<file path="config.mk">
export PLATFORM = sky130hd
export DESIGN_NAME = spi_dma_req_gen
export DESIGN_NICKNAME = d
export VERILOG_FILES = /design/src/rtl/spi_dma_pkg.sv /design/src/rtl/spi_dma_burst_dp.sv /design/src/rtl/spi_dma_req_ctrl.sv /design/src/rtl/spi_dma_req_gen.sv
export SDC_FILE = /design/constraint.sdc
export NUM_CORES = 1
export LEC_CHECK = 0
export BUFFER_PORTS_ARGS = -buffer_cell sky130_fd_sc_hd__buf_2
export CAP_MARGIN = 15
export CORE_ASPECT_RATIO = 0.6
export CORE_MARGIN = 10
export CORE_UTILIZATION = 45
export DETAILED_ROUTE_END_ITERATION = 10
export GPL_TIMING_DRIVEN = 0
export PLACE_DENSITY = 0.67
export RECOVER_POWER = 50
export SLEW_MARGIN = 30
export SYNTH_ARGS = -nofsm -noshare
export SYNTH_HDL_FRONTEND = slang
export SYNTH_SLANG_ARGS = --single-unit
export TNS_END_PERCENT = 1
</file>
<file path="constraint.sdc">
create_clock -name clk -period 2.1 [get_ports clk]
set_clock_uncertainty 0.1 [all_clocks]
set_input_delay 0.105 -clock clk [delete_from_list [all_inputs] [get_ports clk]]
set_output_delay 0.105 -clock clk [all_outputs]
set_load 0.01 [all_outputs]
</file>
<file path="src/rtl/spi_dma_pkg.sv">
package spi_dma_pkg;

  // Commands from the control FSM to the burst datapath
  typedef struct packed {
    logic load;   // start a burst: remaining = burst words - 1
    logic dec;    // one more access of the burst serviced
    logic clr;    // discard burst state
  } cnt_cmd_t;

  typedef enum logic [1:0] {
    ST_IDLE = 2'd0,
    ST_REQ  = 2'd1,
    ST_HOLD = 2'd2
  } req_state_e;

endpackage

</file>
<file path="src/rtl/spi_dma_burst_dp.sv">
module spi_dma_burst_dp
  import spi_dma_pkg::*;
#(
  parameter int LVL_W      = 7,
  parameter int WORD_BYTES = 4,
  parameter bit IS_RX      = 1'b1
) (
  input  logic             clk,
  input  logic             rstN,
  input  cnt_cmd_t         cmd,
  input  logic [LVL_W-1:0] levelBytes,
  input  logic [LVL_W-1:0] occBytes,
  output logic             condMet,
  output logic             burstOne,
  output logic             cntLast
);

  localparam int EXT_W = LVL_W + 1;

  logic [EXT_W-1:0] roundedWords;
  logic [LVL_W-1:0] burstWords;
  logic [LVL_W-1:0] remaining;

  // Convert the byte level to words, rounding up, never below one word
  always_comb begin
    roundedWords = ({1'b0, levelBytes} + EXT_W'(WORD_BYTES - 1)) / EXT_W'(WORD_BYTES);
    if (roundedWords == '0) burstWords = LVL_W'(1);
    else                    burstWords = roundedWords[LVL_W-1:0];
  end

  // Trigger comparison: receive side waits for fill, transmit side for drain
  generate
    if (IS_RX) begin : g_rxCmp
      assign condMet = (occBytes >= levelBytes);
    end else begin : g_txCmp
      assign condMet = (occBytes < levelBytes);
    end
  endgenerate

  always_ff @(posedge clk) begin
    if (!rstN) begin
      remaining <= '0;
    end else if (cmd.clr) begin
      remaining <= '0;
    end else if (cmd.load) begin
      remaining <= burstWords - LVL_W'(1);
    end else if (cmd.dec) begin
      remaining <= remaining - LVL_W'(1);
    end
  end

  assign burstOne = (burstWords == LVL_W'(1));
  assign cntLast  = (remaining == LVL_W'(1));

endmodule

</file>
<file path="src/rtl/spi_dma_req_ctrl.sv">
module spi_dma_req_ctrl
  import spi_dma_pkg::*;
(
  input  logic     clk,
  input  logic     rstN,
  input  logic     chanEn,
  input  logic     maskEn,
  input  logic     condMet,
  input  logic     burstOne,
  input  logic     cntLast,
  input  logic     accessDone,
  output cnt_cmd_t cmd,
  output logic     reqOut
);

  req_state_e state;
  req_state_e stateNext;

  always_comb begin
    cmd       = '0;
    stateNext = state;
    if (!chanEn) begin
      stateNext = ST_IDLE;
      cmd.clr   = 1'b1;
    end else begin
      unique case (state)
        ST_IDLE: begin
          // strobes here are not part of any burst and are dropped
          if (maskEn && condMet) stateNext = ST_REQ;
        end
        ST_REQ: begin
          if (accessDone) begin
            cmd.load  = 1'b1;
            stateNext = burstOne ? ST_IDLE : ST_HOLD;
          end else if (!maskEn) begin
            stateNext = ST_IDLE;
          end
        end
        ST_HOLD: begin
          if (accessDone) begin
            if (cntLast) begin
              cmd.clr   = 1'b1;
              stateNext = ST_IDLE;
            end else begin
              cmd.dec   = 1'b1;
            end
          end
        end
        default: begin
          stateNext = ST_IDLE;
          cmd.clr   = 1'b1;
        end
      endcase
    end
  end

  always_ff @(posedge clk) begin
    if (!rstN) begin
      state  <= ST_IDLE;
      reqOut <= 1'b0;
    end else begin
      state  <= stateNext;
      reqOut <= (stateNext == ST_REQ);
    end
  end

endmodule

</file>
<file path="src/rtl/spi_dma_req_gen.sv">
module spi_dma_req_gen
  import spi_dma_pkg::*;
#(
  parameter int FIFO_BYTES = 64,
  parameter int WORD_BYTES = 4,
  parameter int LVL_W      = $clog2(FIFO_BYTES + 1)
) (
  input  logic             clk,
  input  logic             rstN,
  input  logic             chanEn,
  input  logic             rdDmaEn,
  input  logic             wrDmaEn,
  input  logic [LVL_W-1:0] rxLevelBytes,
  input  logic [LVL_W-1:0] txLevelBytes,
  input  logic [LVL_W-1:0] rxOccBytes,
  input  logic [LVL_W-1:0] txOccBytes,
  input  logic             rxWordRead,
  input  logic             txWordWritten,
  output logic             dmaRdReq,
  output logic             dmaWrReq
);

  localparam int NUM_DIR = 2;   // index 0: receive/read, 1: transmit/write

  logic [NUM_DIR-1:0]            maskV;
  logic [NUM_DIR-1:0]            accessV;
  logic [NUM_DIR-1:0]            reqV;
  logic [NUM_DIR-1:0][LVL_W-1:0] levelV;
  logic [NUM_DIR-1:0][LVL_W-1:0] occV;

  assign maskV   = {wrDmaEn, rdDmaEn};
  assign accessV = {txWordWritten, rxWordRead};
  assign levelV  = {txLevelBytes, rxLevelBytes};
  assign occV    = {txOccBytes, rxOccBytes};

  generate
    for (genvar d = 0; d < NUM_DIR; d++) begin : g_dir
      cnt_cmd_t cmd;
      logic     condMet;
      logic     burstOne;
      logic     cntLast;

      spi_dma_burst_dp #(
        .LVL_W      (LVL_W),
        .WORD_BYTES (WORD_BYTES),
        .IS_RX      (d == 0)
      ) u_dp (
        .clk        (clk),
        .rstN       (rstN),
        .cmd        (cmd),
        .levelBytes (levelV[d]),
        .occBytes   (occV[d]),
        .condMet    (condMet),
        .burstOne   (burstOne),
        .cntLast    (cntLast)
      );

      spi_dma_req_ctrl u_ctrl (
        .clk        (clk),
        .rstN       (rstN),
        .chanEn     (chanEn),
        .maskEn     (maskV[d]),
        .condMet    (condMet),
        .burstOne   (burstOne),
        .cntLast    (cntLast),
        .accessDone (accessV[d]),
        .cmd        (cmd),
        .reqOut     (reqV[d])
      );
    end
  endgenerate

  assign dmaRdReq = reqV[0];
  assign dmaWrReq = reqV[1];

endmodule

</file>
# Yosys cells after proc, flatten, opt, wreduce, memory -nomap -nowiden
# Cells that the tools add are included.
dict set report op_classes {
  add_sub_neg 6
  magnitude_cmp 2
  eq_ne 10
  muxes 40
  bitwise_logic 1
  n_reduce_logical 12
}
# cell count
set ops {}
lappend ops {{two-way mux 2 bit} 18}
lappend ops {{two-way mux 7 bit} 4}
lappend ops {{adder 7 x 2 -> 8 bit, second input constant} 2}
lappend ops {{logical NOT 8 bit} 2}
lappend ops {{equality test 7 x 1 -> 1 bit, second input constant} 2}
lappend ops {{subtractor 6 x 1 -> 7 bit, second input constant} 2}
lappend ops {{subtractor 7 x 1 -> 7 bit, second input constant} 2}
lappend ops {{equality test 6 x 1 -> 1 bit, second input constant} 2}
lappend ops {{two-way mux 1 bit} 12}
lappend ops {{two-way mux 6 bit} 2}
lappend ops {{one-hot mux 2 bit (3 select lines)} 2}
lappend ops {{equality test 2 x 1 -> 1 bit, second input constant} 4}
lappend ops {{OR reduction 2 bit} 4}
lappend ops {{greater-or-equal comparator 7 bit} 1}
lappend ops {{< comparator 7 bit} 1}
lappend ops {{equality test 2 bit, second input constant} 2}
lappend ops {{logical NOT 2 bit} 2}
lappend ops {{one-hot mux 1 bit (2 select lines)} 2}
lappend ops {{nonzero test 2 bit} 2}
lappend ops {{logical AND 1 bit} 2}
lappend ops {{NOT 1 bit} 1}
dict set report word_totals {
  regBits 20
  in_bits 35
  out_inout_bits 2
  elab_cells 77
}

# Logic depth before layout (Yosys ltp)
# Gate-level depths: netlist (run 1).
dict set report depth {
  ltp_word 9
  depth_mapped 8
  depth_no_buf 8
}

# By module
# From an unflattened synthesis (run 1), not the netlist that was laid out.
dict set report hier_totals {
  cells_unflattened 207
  hier_area_um2 1679.1
}
# mod n_inst cells_per_inst area_per_inst_um2 seq_area_each_um2
set by_module_without_submodules {}
lappend by_module_without_submodules {{spi_dma_burst_dp (g_dir[0].u_dp)} 1 86 699.4 140.1}
lappend by_module_without_submodules {{spi_dma_burst_dp (g_dir[1].u_dp)} 1 83 681.9 140.1}
lappend by_module_without_submodules {spi_dma_req_ctrl 2 19 148.9 60.1}

# Worst setup path before layout (run 1)
# Ideal clock, no wire load.
dict set report synth_timing {
  path_kind {input-to-reg}
  from {in txLevelBytes[3]}
  to {reg g_dir[1].u_dp.remaining[4]}
  setup_ns 0.132
  arrival_time_ns 1.644
  slack_ns 0.224
  stages 7
  path_buffers 0
  cell_sequence {o41ai_1 > nand2_1 > ha_1 > or4_1 > and3_1 > nor3_1 > a211oi_1}
}
dict set report synth_between {
  elab_chain_cells 5
}
# element line_no
set synth_rtl {}
lappend synth_rtl {{start, declared} spi_dma_req_gen.sv:14} ;# input logic [LVL_W-1:0] txLevelBytes,
lappend synth_rtl {{adder 7 x 2 -> 8 bit *} spi_dma_burst_dp.sv:26} ;# roundedWords = ({1'b0, levelBytes} + EXT_W'(WORD_BYTES - 1)) / EXT_W'(WORD_BYTES);
lappend synth_rtl {{logical NOT 8 bit} spi_dma_burst_dp.sv:27} ;# if (roundedWords == '0) burstWords = LVL_W'(1);
lappend synth_rtl {{two-way mux 6 bit *} spi_dma_burst_dp.sv:27}
lappend synth_rtl {{subtractor 6 x 1 -> 7 bit *} spi_dma_burst_dp.sv:46} ;# remaining <= burstWords - LVL_W'(1);
lappend synth_rtl {{two-way mux 7 bit *} spi_dma_burst_dp.sv:45} ;# end else if (cmd.load) begin
lappend synth_rtl {{end signal, assigned} spi_dma_burst_dp.sv:46}
lappend synth_rtl {{end signal, assigned} spi_dma_burst_dp.sv:48} ;# remaining <= remaining - LVL_W'(1);
lappend synth_rtl {{end, declared} spi_dma_burst_dp.sv:22} ;# logic [LVL_W-1:0] remaining;
# Mark *: on every way between the ends. The rest lies on a longest branch, timed or not.
# A chain may end at the register's enable or synchronous reset.

# Worst setup path after layout (run 1)
dict set report layout_timing {
  from {reg g_dir[0].u_dp.remaining[0]}
  to {reg g_dir[0].u_dp.remaining[6]}
}
dict set report layout_between {
  elab_chain_cells 6
  elab_cells_between_ends 13
  classes_between {add/sub: 1; eq/ne: 1; mux: 9; reduce/logical: 2}
}
# element line_no
set layout_rtl {}
lappend layout_rtl {{start, declared} spi_dma_burst_dp.sv:22}
lappend layout_rtl {{start signal, assigned} spi_dma_burst_dp.sv:46}
lappend layout_rtl {{start signal, assigned} spi_dma_burst_dp.sv:48}
lappend layout_rtl {{equality test 7 x 1 -> 1 bit} spi_dma_burst_dp.sv:53} ;# assign cntLast = (remaining == LVL_W'(1));
lappend layout_rtl {{two-way mux 1 bit} spi_dma_req_ctrl.sv:41} ;# if (cntLast) begin
lappend layout_rtl {{two-way mux 2 bit} spi_dma_req_ctrl.sv:40} ;# if (accessDone) begin
lappend layout_rtl {{one-hot mux 1 bit (2 select lines) or two-way mux 1 bit (tied branches)} spi_dma_req_ctrl.sv:26} ;# unique case (state)
lappend layout_rtl {{two-way mux 1 bit or two-way mux 2 bit (tied branches)} spi_dma_req_ctrl.sv:22} ;# if (!chanEn) begin
lappend layout_rtl {{OR reduction 2 bit (no line) or nonzero test 2 bit (tied branches)} -}
# Several ways; a longest one is shown, not always the timed one. The select of a mux whose other input is x is not followed.

==> results of run 1 <==
[cells in the final DEF, fill, tap and decap left out, types with 4 or more instances in the layout]
cell type	netlist	final
inv_1	21	21
clkbuf_1	1	4
nand2_1	18	18
buf_2	1	33
nand3_1	6	6
a21oi_1	11	11
nand2b_1	5	5
nor3_1	9	9
o211ai_1	4	4
ha_1	21	21
xor2_1	7	7
buf_4	2	5
xnor2_1	8	8
a31oi_1	8	8
nor4_1	4	4
o21ai_0	6	6
nor2_1	14	14
dfxtp_1	20	20
[metrics by stage]
step	std cells	TNS (ns)	utilization	power [mW]	setup slack [ns]
after floorplan	223	0	-	0.527	0.224
after global placement	305	-0.158	0.546	0.602	-0.158
after detailed placement	305	-0.132	0.546	0.605	-0.132
after CTS	309	0	0.565	0.998	0.105
after global routing	313	0	0.571	1.05	0.0184
final	313	0	0.571	0.995	0.140
[per-layer routing]
layer	vias to the layer above	wire, um	GRT usage
li1	906	-	-
met1	738	2460	0.201
met2	48	1670	0.160
met3	2	283	0.0367
met4	0	22	0.0139
met5	-	0	0
[state kept, by name, indices dropped and copies added (netlist names)]
register and flops:
g_dir.u_ctrl.reqOut 2, g_dir.u_ctrl.state 4, g_dir.u_dp.remaining 14
[where the power goes]
part | internal, mW | leakage, nW | switching [mW]
Combinational | 0.0978 | 0.697 | 0.119
Sequential | 0.384 | 0.161 | 0.00310
Clock | 0.255 | 0.0357 | 0.136
Total | 0.736 | 0.894 | 0.259
[worst paths after layout]
path                                            startpoint                         end  slack (ns)  depth (start not counted)
worst max-delay path            g_dir[0].u_dp.remaining[0]  g_dir[0].u_dp.remaining[6]        0.14                          6
worst max register to register  g_dir[0].u_dp.remaining[0]  g_dir[0].u_dp.remaining[6]        0.14                          6
worst min-delay path                               wrDmaEn      g_dir[1].u_ctrl.reqOut        0.02                          3
worst min register to register  g_dir[0].u_dp.remaining[3]  g_dir[0].u_dp.remaining[3]        0.38                          2
[worst register-to-register path, delay by kind of cell (launching register included)]
kind | cells | cell delay, ns
adders and majority gates | 1 | 0.19
AOI/OAI and AO/OA | 3 | 0.66
and+or+nand+nor | 2 | 0.45
DFF | 1 | 0.45
[kinds of logic (layout without fill, tap and decap cells)]
logic type	Yosys count	count (layout)	share of synthesized area
compound gates	56	56	0.241
xor+xnor	15	15	0.0712
fa+ha+maj	21	21	0.142
buf+inv	28	71	0.0617
flops	20	20	0.217
mux	3	3	0.0170
simple gates	80	80	0.250
[cell type report]
type	instances	area, um2
buffer	4	20.0
clock buffer	3	41.3
clock inverter	1	30.0
fill	357	1630
inverter	24	90.1
multi-input combinational	175	1330
sequential	20	400
tap	47	58.8
timing repair buffer	39	203
==> flow_summary.yaml, run 1 <==
layout:
  drive_gt1_frac: 0.226
  post-route-cell-area_mm2: 0.00217
  synthToLayoutAreaGrowth_pct: 17.8
  antennaDiodeCount: 0
  fin_nets: 323
synth:
  synth_top_area_frac: 0.217
  synthesis.nets: 279
  syn_inst: 223
  synth_flop_cell: "dfxtp_1"
  synth_cell_type_count: 59
  synth_edf_count: 0
  synth_commonest_cells: "ha_1, inv_1, dfxtp_1, nand2_1, nor2_1"
  synthTopCellsByArea: "dfxtp_1, ha_1, inv_1, xnor2_1, nand2_1"
  async_flop_share: 0
  syn_area_per_cell_um2: 8.27
  synth_area_mm2: 0.00184
  post-synth-top-area-cell: "dfxtp_1"
  synth_warnings: 0
  synth-seq-cells: 20
  yosysSeqAreaShare: 0.217
grt:
  grt_pass1_vias: 1607
  grt_pass1_wl_um: 7560
  antenna_found_initial: 0
  grt_max_degree: 13
  grtUsageTotal: 0.127
  grt_overflow: 0
critical_path:
  worstPathRequired_ns: 2.17
  slowest_stage: "dfxtp_1"
  arrival_ns: 2.03
  path_class: "reg2reg"
  crit_fanout: 8
  path_buf_inv: 0
  cpLargestDelayFamily: "compound AO/OA/AOI/OAI gates"
  start_kind: "flop"
  cp-end-kind: "flop"
  path_cells: "ha_1 -> nor4b_4 -> a31oi_2 -> o21bai_4 -> nor2b_1 -> a22o_1"
  cpPeakStageDelay_ns: 0.45
placed_design:
  io_buffers: 35
  dpl.hpwl_um: 3640
  dpl-instance-area_mm2: 0.00208
  gp_congestion: 0.820
routing:
  postRouteWirelength_um: 4440
  drt_first_iter_violations: 134
  drt_pass1_iterations: 4
  ant_nets: 0
  vias: 1694
  drcViolationCount: 0
  viasPerCell: 5.41
  avgRoutedWirePerCell_um: 14.2
clock_tree:
  path_clk_slew_ns: 0.08
  postCtsSetupBuffers: 0
  cts_buffers: 3
  cts_sinks: 20
  htree_levels: 1
  cts-root-buf: "clkbuf_8"
  cts_resized: 0
  cts_buffer_depth: 2
  cts_tree: "done"
  clk_latency_ns: 0.27
  cts_hold_buf: 0
sta:
  worstMarginPinSlew_ns: 0.787
  hold_viol: 0
  slew_violations: 0
  worst_hold_slack_ns: 0.0239
  fmax_ghz: 0.510
  rsz0062_at_grt: "no"
  slew_headroom: 0.462
  finalCritPeriodShare: 0.933
  period_needed_ns: 1.96
  setup_viol: 0
floorplanning:
  dieArea_mm2: 0.00714
  io_pins: 37
  die_h_um: 69.6
  start_util: 0.484
  die_w_um: 103
  fp.coreArea_mm2: 0.00381
  num_rows: 17
status:
  status: "finished clean"
power:
  p_per_area_mw_per_mm2: 458
  leakage_nw: 0.894
  ir_drop_uv: 287
run:
  maxCapViolCount: 0
min_path:
  hp-class: "in2reg"
Note: power is estimated with default switching activity, not from simulation.
==> run 2, diff against run 1 <==
--- a/config.mk
+++ b/config.mk
@@ -5,6 +5,7 @@
 export SDC_FILE = /design/constraint.sdc
 export NUM_CORES = 1
 export LEC_CHECK = 0
+export ABC_AREA = 1
 export BUFFER_PORTS_ARGS = -buffer_cell sky130_fd_sc_hd__buf_2
 export CAP_MARGIN = 15
 export CORE_ASPECT_RATIO = 0.6
==> flow_summary.yaml, run 2 <==
sta:
  period_needed_ns: 1.72
  final.setup.tns_ns: 0
  rsz0062_at_grt: "no"
  setup_viol: 0
  hold_viol: 0
  slew_violations: 0
  setup_ws_ns: 0.381
  slew_headroom: 0.733
  finalCritPeriodShare: 0.818
  worstMarginPinSlew_ns: 0.401
  worst_hold_slack_ns: 0.0659
  fmax_ghz: 0.582
clock_tree:
  path_clk_slew_ns: 0.07
  cts_tree: "done"
  htree_levels: 1
  cts_sinks: 20
  clk_latency_ns: 0.26
  cts_buffer_depth: 2
  cts_resized: 0
  cts_hold_buf: 0
  cts-root-buf: "clkbuf_8"
  postCtsSetupBuffers: 0
  cts_buffers: 3
synth:
  synth_simple_gate_area_frac: 0.342
  synth_cell_type_count: 35
  async_flop_share: 0
  synth-seq-cells: 20
  synthTopCellsByArea: "dfxtp_1, ha_1, nand2_1, inv_1, a21oi_1"
  synthMuxAreaShare: 0.00506
  post-synth-top-area-cell: "dfxtp_1"
  synth_commonest_cells: "nand2_1, inv_1, a21oi_1, nor2_1, ha_1"
  synth_warnings: 0
  synth_area_mm2: 0.00198
  syn_area_per_cell_um2: 6.40
  synthesis.nets: 365
  synth-xor-area-share: 0.0354
  synth-compound-area-share: 0.168
  yosysSeqAreaShare: 0.202
  syn_inst: 309
  synth_edf_count: 0
  synth_top_family_by_area: "simple AND/OR/NAND/NOR gates"
  synthAdderAreaFrac: 0.133
  synth_top_area_frac: 0.202
  yosys.cell_count.top_type: "nand2_1"
  synth_flop_cell: "dfxtp_1"
floorplanning:
  io_pins: 37
  start_util: 0.475
  num_rows: 18
  fp.coreArea_mm2: 0.00417
  dieArea_mm2: 0.00753
  die_w_um: 106
  die_h_um: 71.4
power:
  p_per_area_mw_per_mm2: 407
  leakage_nw: 1.23
  ir_drop_uv: 213
layout:
  antennaDiodeCount: 0
  reg_top3: "g_dir.u_dp.remaining: 14 flops, g_dir.u_ctrl.state: 4 flops, g_dir.u_ctrl.reqOut: 2 flops"
  synthToLayoutAreaGrowth_pct: 15.2
  mostFrequentLayoutCells: "nand2_1, inv_1, buf_2, a21oi_1, nor2_1"
  largest_register_ffs: 14
  top_register: "g_dir.u_dp.remaining"
  drive_gt1_frac: 0.155
  final_common_cell: "nand2_1"
  fin_nets: 406
  fillers: 440
critical_path:
  crit_fanout: 5
  rrSetupSlack_ns: 0.40
  arrival_ns: 1.79
  cp-startpoint: "rxLevelBytes[1]"
  rr_endpoint: "g_dir[0].u_dp.remaining[5]"
  path_class: "in2reg"
  cp-end-kind: "flop"
  reg2reg_depth: 8
  worstPathRequired_ns: 2.17
  regToRegStartpoint: "g_dir[0].u_dp.remaining[3]"
  start_kind: "primary input"
min_path:
  min_path_cells: 3
  holdPathEnd: "g_dir[1].u_ctrl.reqOut"
  hp-class: "in2reg"
  hp-start: "wrDmaEn"
grt:
  grtUsageTotal: 0.126
  grt_overflow: 0
  grt_pass1_wl_um: 8210
  grt_max_degree: 12
  antenna_found_initial: 0
  grt_pass1_vias: 1874
routing:
  vias: 1989
  drt_pass1_iterations: 4
  avgRoutedWirePerCell_um: 11.5
  ant_nets: 0
  drt_first_iter_violations: 102
  drcViolationCount: 0
  postRouteWirelength_um: 4710
  viasPerCell: 4.86
placed_design:
  io_buffers: 36
  dp_slack_ns: 0.150
  gp_congestion: 0.871
  dpl.hpwl_um: 4030
status:
  status: "finished clean"
run:
  maxCapViolCount: 0
-- run 2: changes by cell type in the layout (fill, tap and decap cells not counted), sizes merged, moves of 5 or more --
cell    delta
nand2     +52
a21oi     +20
nor2      +12
xnor2      -6
nand3     +16
nand2b     -5
nor4       -5
inv       +34
buf        -6
a31oi      -8
nor3       -6
nand4     +11
o21ai     +11
-- run 2: layer usage --
layer / track usage / share of wire
met3: 0.0402 / 0.073
met4: 0.0224 / 0.0042
met1: 0.187 / 0.56
met5: 0 / 0
met2: 0.171 / 0.36
-- run 2: cell families (layout without fill, tap and decap cells) --
group                    Yosys count  after routing
buffers and inverters             59             99
AO/OA/AOI/OAI                     59             59
XOR/XNOR                           8              8
adder cells (fa/ha/maj)           21             21
AND/OR/NAND/NOR                  141            141
flip-flops                        20             20
multiplexers                       1              1
-- run 2: worst max-delay path by stage --
stage / depth (start not counted) / end / slack, ns
2_1_floorplan: 14 / g_dir[1].u_dp.remaining[4] / 0.53
3_3_place_gp: 16 / g_dir[0].u_dp.remaining[4] / 0.18
3_5_place_dp: 16 / g_dir[0].u_dp.remaining[4] / 0.15
4_1_cts: 16 / g_dir[0].u_dp.remaining[4] / 0.43
5_1_grt: 17 / g_dir[1].u_dp.remaining[4] / 0.15
6_report: 15 / g_dir[0].u_dp.remaining[4] / 0.38
-- run 2: where the power goes --
part	total, mW	internal [mW]	switching, mW
sequential	0.389	0.385	0.00414
combinational	0.241	0.0948	0.147
clock	0.297	0.167	0.130
total	0.928	0.647	0.281
-- run 2: critical path: stages --
cell and delay, ns:
buf_2 0.10, nor2_1 0.24, or2_0 0.21, nand2_1 0.10, nand2_2 0.10, nand2_1 0.08
o21ai_2 0.15, inv_2 0.06, ha_1 0.23, nand2_1 0.11, o21bai_1 0.06, nand3_1 0.07
nand3_1 0.07, nand2_1 0.06, inv_1 0.03
-- run 2: stage by stage --
step,power (mW),area (um2),util,cells
2_1_floorplan,0.561,1980,-,309
3_3_place_gp,0.636,2230,0.536,405
3_5_place_dp,0.639,2230,0.536,405
4_1_cts,0.950,2290,0.549,409
5_1_grt,0.996,2280,0.547,409
6_report,0.928,2280,0.547,409
-- run 2: final cells by class --
type	count	area, um2	area share
clock buffer	4	55.1	0.0241
inverter	59	225	0.0988
multi-input combinational	230	1350	0.592
sequential	20	400	0.176
tap	60	75.1	0.0329
timing repair buffer	36	175	0.0768
